$ cat config.mk
export PLATFORM = sky130hd
export DESIGN_NAME = dbg_cmd_seq
export DESIGN_NICKNAME = d
export VERILOG_FILES = /design/src/rtl/dbg_seq_pkg.sv /design/src/rtl/dbg_op_decode.sv /design/src/rtl/dbg_word_asm.sv /design/src/rtl/dbg_cmd_seq.sv
export SDC_FILE = /design/constraint.sdc
export NUM_CORES = 1
export LEC_CHECK = 0
export BUFFER_PORTS_ARGS = -buffer_cell sky130_fd_sc_hd__buf_2
export CAP_MARGIN = 20
export CORE_MARGIN = 2
export CORE_UTILIZATION = 50
export CTS_CLUSTER_SIZE = 12
export DETAILED_ROUTE_END_ITERATION = 6
export PLACE_DENSITY = 0.72
export REMOVE_ABC_BUFFERS = 1
export SYNTH_ARGS = -nofsm -noshare
export SYNTH_HDL_FRONTEND = slang
export SYNTH_SLANG_ARGS = --single-unit
export TNS_END_PERCENT = 10
$ cat constraint.sdc
create_clock -name clk -period 4.9 [get_ports clk]
set_clock_uncertainty 0.05 [all_clocks]
set_input_delay 0 -clock clk [delete_from_list [all_inputs] [get_ports clk]]
set_output_delay 0 -clock clk [all_outputs]
set_load 0.1 [all_outputs]
$ cat src/rtl/dbg_seq_pkg.sv
package dbg_seq_pkg;

    typedef enum logic [2:0] {
        ST_BG,
        ST_IDLE,
        ST_COLLECT,
        ST_PW,
        ST_WAIT,
        ST_STEP
    } seq_st_e;

    typedef enum logic [2:0] {
        K_NONE,
        K_MAP,
        K_COLLECT,
        K_PW,
        K_TRACE,
        K_RET
    } op_kind_e;

    localparam logic [3:0] CMD_PREFIX = 4'h2;

endpackage

$ cat src/rtl/dbg_op_decode.sv
module dbg_op_decode
    import dbg_seq_pkg::*;
#(
    parameter int BYTE_W     = 8,
    parameter int WORD_BYTES = 2,
    parameter int CNT_W      = 6
) (
    input  logic [BYTE_W-1:0] cmd_byte,
    output op_kind_e          kind,
    output logic [CNT_W-1:0]  need_n,
    output logic [3:0]        op_nib
);
    localparam logic [CNT_W-1:0] ONE_WORD = CNT_W'(WORD_BYTES);
    localparam logic [CNT_W-1:0] TWO_WORD = CNT_W'(2 * WORD_BYTES);

    logic [3:0] hi_nib;

    always_comb begin
        hi_nib = cmd_byte[7:4];
        op_nib = cmd_byte[3:0];
        kind   = K_NONE;
        need_n = '0;
        if (hi_nib == CMD_PREFIX) begin
            case (op_nib)
                4'h1: kind = K_MAP;
                4'h2, 4'h3, 4'h4, 4'h5: begin
                    kind   = K_COLLECT;
                    need_n = TWO_WORD;
                end
                4'h6: kind = K_TRACE;
                4'h7: kind = K_RET;
                4'h8: kind = K_PW;
                4'h9: begin
                    kind   = K_COLLECT;
                    need_n = ONE_WORD;
                end
                default: kind = K_NONE;
            endcase
        end
    end
endmodule

$ cat src/rtl/dbg_word_asm.sv
module dbg_word_asm #(
    parameter int BYTE_W = 8,
    parameter int WORD_W = 16,
    localparam int LANES = WORD_W / BYTE_W,
    localparam int IDX_W = $clog2(2 * LANES)
) (
    input  logic              we,
    input  logic [IDX_W-1:0]  idx,
    input  logic [BYTE_W-1:0] byte_in,
    input  logic [WORD_W-1:0] addr_cur,
    input  logic [WORD_W-1:0] data_cur,
    output logic [WORD_W-1:0] addr_nx,
    output logic [WORD_W-1:0] data_nx
);
    for (genvar g = 0; g < LANES; g++) begin : g_lane
        localparam logic [IDX_W-1:0] A_SEL = IDX_W'(g);
        localparam logic [IDX_W-1:0] D_SEL = IDX_W'(g + LANES);
        assign addr_nx[g*BYTE_W +: BYTE_W] = (we && idx == A_SEL) ? byte_in
                                           : addr_cur[g*BYTE_W +: BYTE_W];
        assign data_nx[g*BYTE_W +: BYTE_W] = (we && idx == D_SEL) ? byte_in
                                           : data_cur[g*BYTE_W +: BYTE_W];
    end
endmodule

$ cat src/rtl/dbg_cmd_seq.sv
module dbg_cmd_seq
    import dbg_seq_pkg::*;
#(
    parameter int          BYTE_W   = 8,
    parameter int          WORD_W   = 16,
    parameter int          PW_BYTES = 32,
    parameter logic [15:0] SVC_VEC  = 16'h8010
) (
    input  logic              clk,
    input  logic              rst,
    input  logic              rx_valid,
    input  logic [BYTE_W-1:0] rx_byte,
    input  logic              brk_req,
    input  logic              svc_done,
    output logic              dbg_active,
    output logic              cpu_run,
    output logic [3:0]        cmd_code,
    output logic [WORD_W-1:0] addr_reg,
    output logic [WORD_W-1:0] data_reg,
    output logic [BYTE_W-1:0] byte_buf,
    output logic              buf_load,
    output logic              rom_jump,
    output logic [15:0]       rom_vec
);
    localparam int LANES = WORD_W / BYTE_W;
    localparam int IDX_W = $clog2(2 * LANES);
    localparam int CNT_W = $clog2(PW_BYTES + 1);
    localparam logic [CNT_W-1:0] PW_LAST = CNT_W'(PW_BYTES - 1);
    localparam logic [CNT_W-1:0] CNT_ONE = CNT_W'(1);

    typedef struct packed {
        seq_st_e           st;
        logic [CNT_W-1:0]  cnt;
        logic [CNT_W-1:0]  need;
        logic [3:0]        op;
        logic [WORD_W-1:0] addr;
        logic [WORD_W-1:0] data;
        logic [3:0]        cmd;
        logic              jump;
        logic [BYTE_W-1:0] bbuf;
        logic              load;
    } seq_reg_t;

    seq_reg_t q_q, q_d;
    seq_st_e  st_w;

    op_kind_e         dec_kind;
    logic [CNT_W-1:0] dec_need;
    logic [3:0]       dec_op;
    logic [WORD_W-1:0] asm_addr, asm_data;
    logic             asm_we;

    dbg_op_decode #(
        .BYTE_W(BYTE_W), .WORD_BYTES(LANES), .CNT_W(CNT_W)
    ) u_dec (
        .cmd_byte(rx_byte), .kind(dec_kind), .need_n(dec_need), .op_nib(dec_op)
    );

    assign asm_we = rx_valid && (q_q.st == ST_COLLECT);

    dbg_word_asm #(
        .BYTE_W(BYTE_W), .WORD_W(WORD_W)
    ) u_asm (
        .we(asm_we), .idx(q_q.cnt[IDX_W-1:0]), .byte_in(rx_byte),
        .addr_cur(q_q.addr), .data_cur(q_q.data),
        .addr_nx(asm_addr), .data_nx(asm_data)
    );

    always_comb begin
        q_d      = q_q;
        q_d.jump = 1'b0;
        q_d.load = 1'b0;
        case (q_q.st)
            ST_BG: begin
                if (brk_req) q_d.st = ST_IDLE;
            end
            ST_IDLE: begin
                if (rx_valid) begin
                    case (dec_kind)
                        K_MAP: begin
                            q_d.cmd  = dec_op;
                            q_d.jump = 1'b1;
                            q_d.st   = ST_WAIT;
                        end
                        K_COLLECT: begin
                            q_d.cnt  = '0;
                            q_d.need = dec_need;
                            q_d.op   = dec_op;
                            q_d.st   = ST_COLLECT;
                        end
                        K_PW: begin
                            q_d.cmd  = dec_op;
                            q_d.jump = 1'b1;
                            q_d.cnt  = '0;
                            q_d.st   = ST_PW;
                        end
                        K_TRACE: q_d.st = ST_STEP;
                        K_RET:   q_d.st = ST_BG;
                        default: ;
                    endcase
                end
            end
            ST_COLLECT: begin
                if (rx_valid) begin
                    q_d.addr = asm_addr;
                    q_d.data = asm_data;
                    q_d.cnt  = q_q.cnt + CNT_ONE;
                    if (q_q.cnt + CNT_ONE == q_q.need) begin
                        q_d.cmd  = q_q.op;
                        q_d.jump = 1'b1;
                        q_d.st   = ST_WAIT;
                    end
                end
            end
            ST_PW: begin
                if (rx_valid) begin
                    q_d.bbuf = rx_byte;
                    q_d.load = 1'b1;
                    q_d.cnt  = q_q.cnt + CNT_ONE;
                    if (q_q.cnt == PW_LAST) q_d.st = ST_WAIT;
                end
            end
            ST_WAIT: begin
                if (svc_done) q_d.st = ST_IDLE;
            end
            ST_STEP: q_d.st = ST_IDLE;
            default: q_d.st = ST_BG;
        endcase
    end

    always_ff @(posedge clk) begin
        if (rst) begin
            q_q <= '{st: ST_BG, default: '0};
        end else begin
            q_q <= q_d;
        end
    end

    assign st_w       = q_q.st;
    assign dbg_active = (q_q.st != ST_BG) && (q_q.st != ST_STEP);
    assign cpu_run    = (q_q.st == ST_BG) || (q_q.st == ST_STEP);
    assign cmd_code   = q_q.cmd;
    assign addr_reg   = q_q.addr;
    assign data_reg   = q_q.data;
    assign byte_buf   = q_q.bbuf;
    assign buf_load   = q_q.load;
    assign rom_jump   = q_q.jump;
    assign rom_vec    = SVC_VEC;
endmodule

==> summary.md <==
| Metric | Value |
|---|---|
| Antenna cell count | 0 |
| Final Max Slew Viols | 0 |
| FF+latch count, synth | just over 60 |
| Initial drt markers | 200 |
| Worst-path clk slew | about 70 ps |
| Commonest cells in the netlist | 64 x nand2_1, 61 x dfxtp_1, 60 x buf_4, 54 x a21oi_1, 40 x nand3_1 |
| Setup Buffers After CTS | 0 |
| Status | finished with violations |
| Worst-path cell chain | ha_1 -> xor2_1 -> a2bb2oi_1 -> nor3_1 -> and3_1 -> a221o_1 |
| Slew headroom | 0.640 |
| Yosys cell types | 56 |
| Syn Std Cell Area | around 3300 um^2 |
| Layout net count | 436 |
| DR vias | about 2700 |
| Largest net degree at the start of global routing | between 60 and 70 |
| Max VDD drop | 0.267 mV |
| Global-route wire length before repair | around 12000 um |
| Synthesized area per cell | between 7 and 8 um^2 |
| CP max stage cell | ha_1 |
| Synth Instances | around 410 |
| TritonCTS Buffers | 9 |
| Top cells by area, synth | dfxtp_1 37%, buf_4 14%, a21oi_1 8.2% |
| IO Pins | 77 |
| Count leader, synth | nand2_1 |
| Startpoint types | flop |
| Worst skew pair latency | roughly 340 ps |
| Worst slack, placed | roughly 2500 ps |
| I/O Buffers | 60 |
| Core Area | roughly 6300 um^2 |
| Maxcap violations | 0 |
| Max Fanout on Critical Path | 14 |
| Layout cell share with drive strength beyond 1 | 0.203 |
| Setup crit end kind | flop |
| CTS Buffer Depth | 2 |
| Die Y | 85.2 um |
| Crit Path Class | flop to flop |
| Fmax | between 400 and 500 MHz |
| Chip width | roughly 85 um |
| Filler Cells Inserted | 619 |
| DR pass1 iterations | 4 |
| Post-DR wirelength/cell | ~14 um |
| Hold WC Path Type | primary input to flop |
| Number of global-route vias before repair | 2440 |
| Reg power frac | 0.426 |
| CP Data Arrival Time | 2650 ps |
| Largest stage delay, worst path | ~520 ps |
| CTS tree | done |
| Routability cong. | 0.842 |
| Largest area contributor in the netlist | dfxtp_1 |
| DRC | 0 |
| Logic pwr share | 0.171 |
| Number of synthesized flops with an enable pin | 0 |
| Final period util | 0.504 |
| Post-synth top flop | dfxtp_1 |
| Sw power | roughly 380 uW |
| Setup_tns | 0 ps |
| Placed Cells | ~480 |
| Pwr Total | ~1.2 mW |
| PostCTS Resize Cnt | 0 |
| Clock share of power | 0.403 |
| Post-DR vias/cell | approximately 5.4 |
| Fin crit period | approximately 2500 ps |
| Num rows | 29 |
| H-Tree Depth | 3 |
| Required time of the critical path | 5080 ps |
| All-Layer GR Usage | 0.205 |
| Pleak | 1.38 nW |
| Sequential standard cell area | around 1200 um^2 |
| Part of the Yosys area used for sequential elements | 0.370 |
| Switching part of the total | 0.316 |
| Die area | between 7000 and 8000 um^2 |
| Internal power | 822 uW |
| Initial antenna violation count | 0 |
| Area Overhead vs Synth | 5.77% |
| Clock Tree Root | clkbuf_8 |
| Power Density | between 300 and 400 nW/um^2 |
| Sink Count | between 60 and 70 |
| Post-DRT Antenna Nets | 0 |
| Synth top area share | 0.370 |
| RSZ-0062 raised after global routing | no |
| Final Hold Vio Count | 3 |
| Final worst slack | approximately 2400 ps |
| Multi-input combinational cell area | 1540 um^2 |
| Synth warn | 0 |
| GR Overflow Total | 0 |
| Routed Wire Length | 7250 um |
| Final Non-Filler Cells | 501 |
| Min Hold Slack | -11.3 ps |
| Detailed Place HPWL | between 4000 and 5000 um |
| CTS Hold Bufs | 7 |
| Violated checks | hold timing |
| Ys async rst share | 0 |
| Starting Density | 0.519 |
| Worst-margin pin slew | roughly 540 ps |
| Setup Viol. Count Final | 0 |
-- final timing paths --
| kind | start | to | slack (ps) | cells after the start |
|---|---|---|---|---|
| worst max-delay path | q_q[56]$_SDFFE_PP0P_ | cmd_code[0]$_SDFFE_PP0P_ | 2430 | 6 |
| worst min-delay path | rst | q_q[48]$_SDFFE_PP0P_ | -10 | 2 |
| worst max register to register | q_q[56]$_SDFFE_PP0P_ | cmd_code[0]$_SDFFE_PP0P_ | 2430 | 6 |
| worst min register to register | byte_buf[1]$_SDFFE_PP0P_ | byte_buf[1]$_SDFFE_PP0P_ | 400 | 2 |
-- per-layer routing --
layer,global-route usage,vias to the layer above,routed length [um]
li1,-,1347,-
met1,0.269,1297,3180
met2,0.326,77,3570
met3,0.0593,5,415
met4,0.0664,0,76
met5,0,-,0
-- cell usage in the layout (no fill, tap or decap), drive strengths merged, types with 7 or more instances in the layout --
cell type	instances
a21oi	55
buf	62
clkbuf	9
conb	16
dfxtp	61
dlygate4sd3	7
nand2	64
nand3	41
nor2	14
nor2b	8
o21ai	8
-- critical path: cells and delay by family (launching register included) --
kind                     cells  cell delay, ps
flip-flops                   1             490
AND/OR/NAND/NOR              2             370
adder cells (fa/ha/maj)      1             520
AO/OA/AOI/OAI                2             730
XOR/XNOR                     1             190
-- power groups by stage --
stage | clock network [mW] | logic [mW] | registers, mW
2_1_floorplan | 0 | 0.158 | 0.520
3_3_place_gp | 0 | 0.197 | 0.524
3_5_place_dp | 0 | 0.199 | 0.524
4_1_cts | 0.494 | 0.203 | 0.513
5_1_grt | 0.520 | 0.216 | 0.515
6_report | 0.485 | 0.206 | 0.513
-- cell families (layout without fill, tap and decap cells) --
logic type,count (synthesis),count (layout),share of synthesized area
compound gates,88,88,0.168
xor+xnor,6,6,0.0201
fa+ha+maj,4,4,0.0152
buf+inv,94,90,0.179
flops,61,61,0.370
mux,4,4,0.0121
other cells,2,16,0.00228
simple gates,155,155,0.232
-- area by class of cell --
class                      count  share of cell area
clock buffer                   9              0.0355
multi-input combinational    273               0.442
tap                           77              0.0276
inverter                       5             0.00538
clock inverter                 7              0.0258
sequential                    61               0.350
timing repair buffer          69               0.114
-- per-stage QoR --
step,cell area [um^2],utilization
4_1_cts,3470,0.546
5_1_grt,3490,0.549
3_3_place_gp,3180,0.501
6_report,3490,0.549
3_5_place_dp,3180,0.501
2_1_floorplan,2780,-
Note: power is estimated with default switching activity, not from simulation.
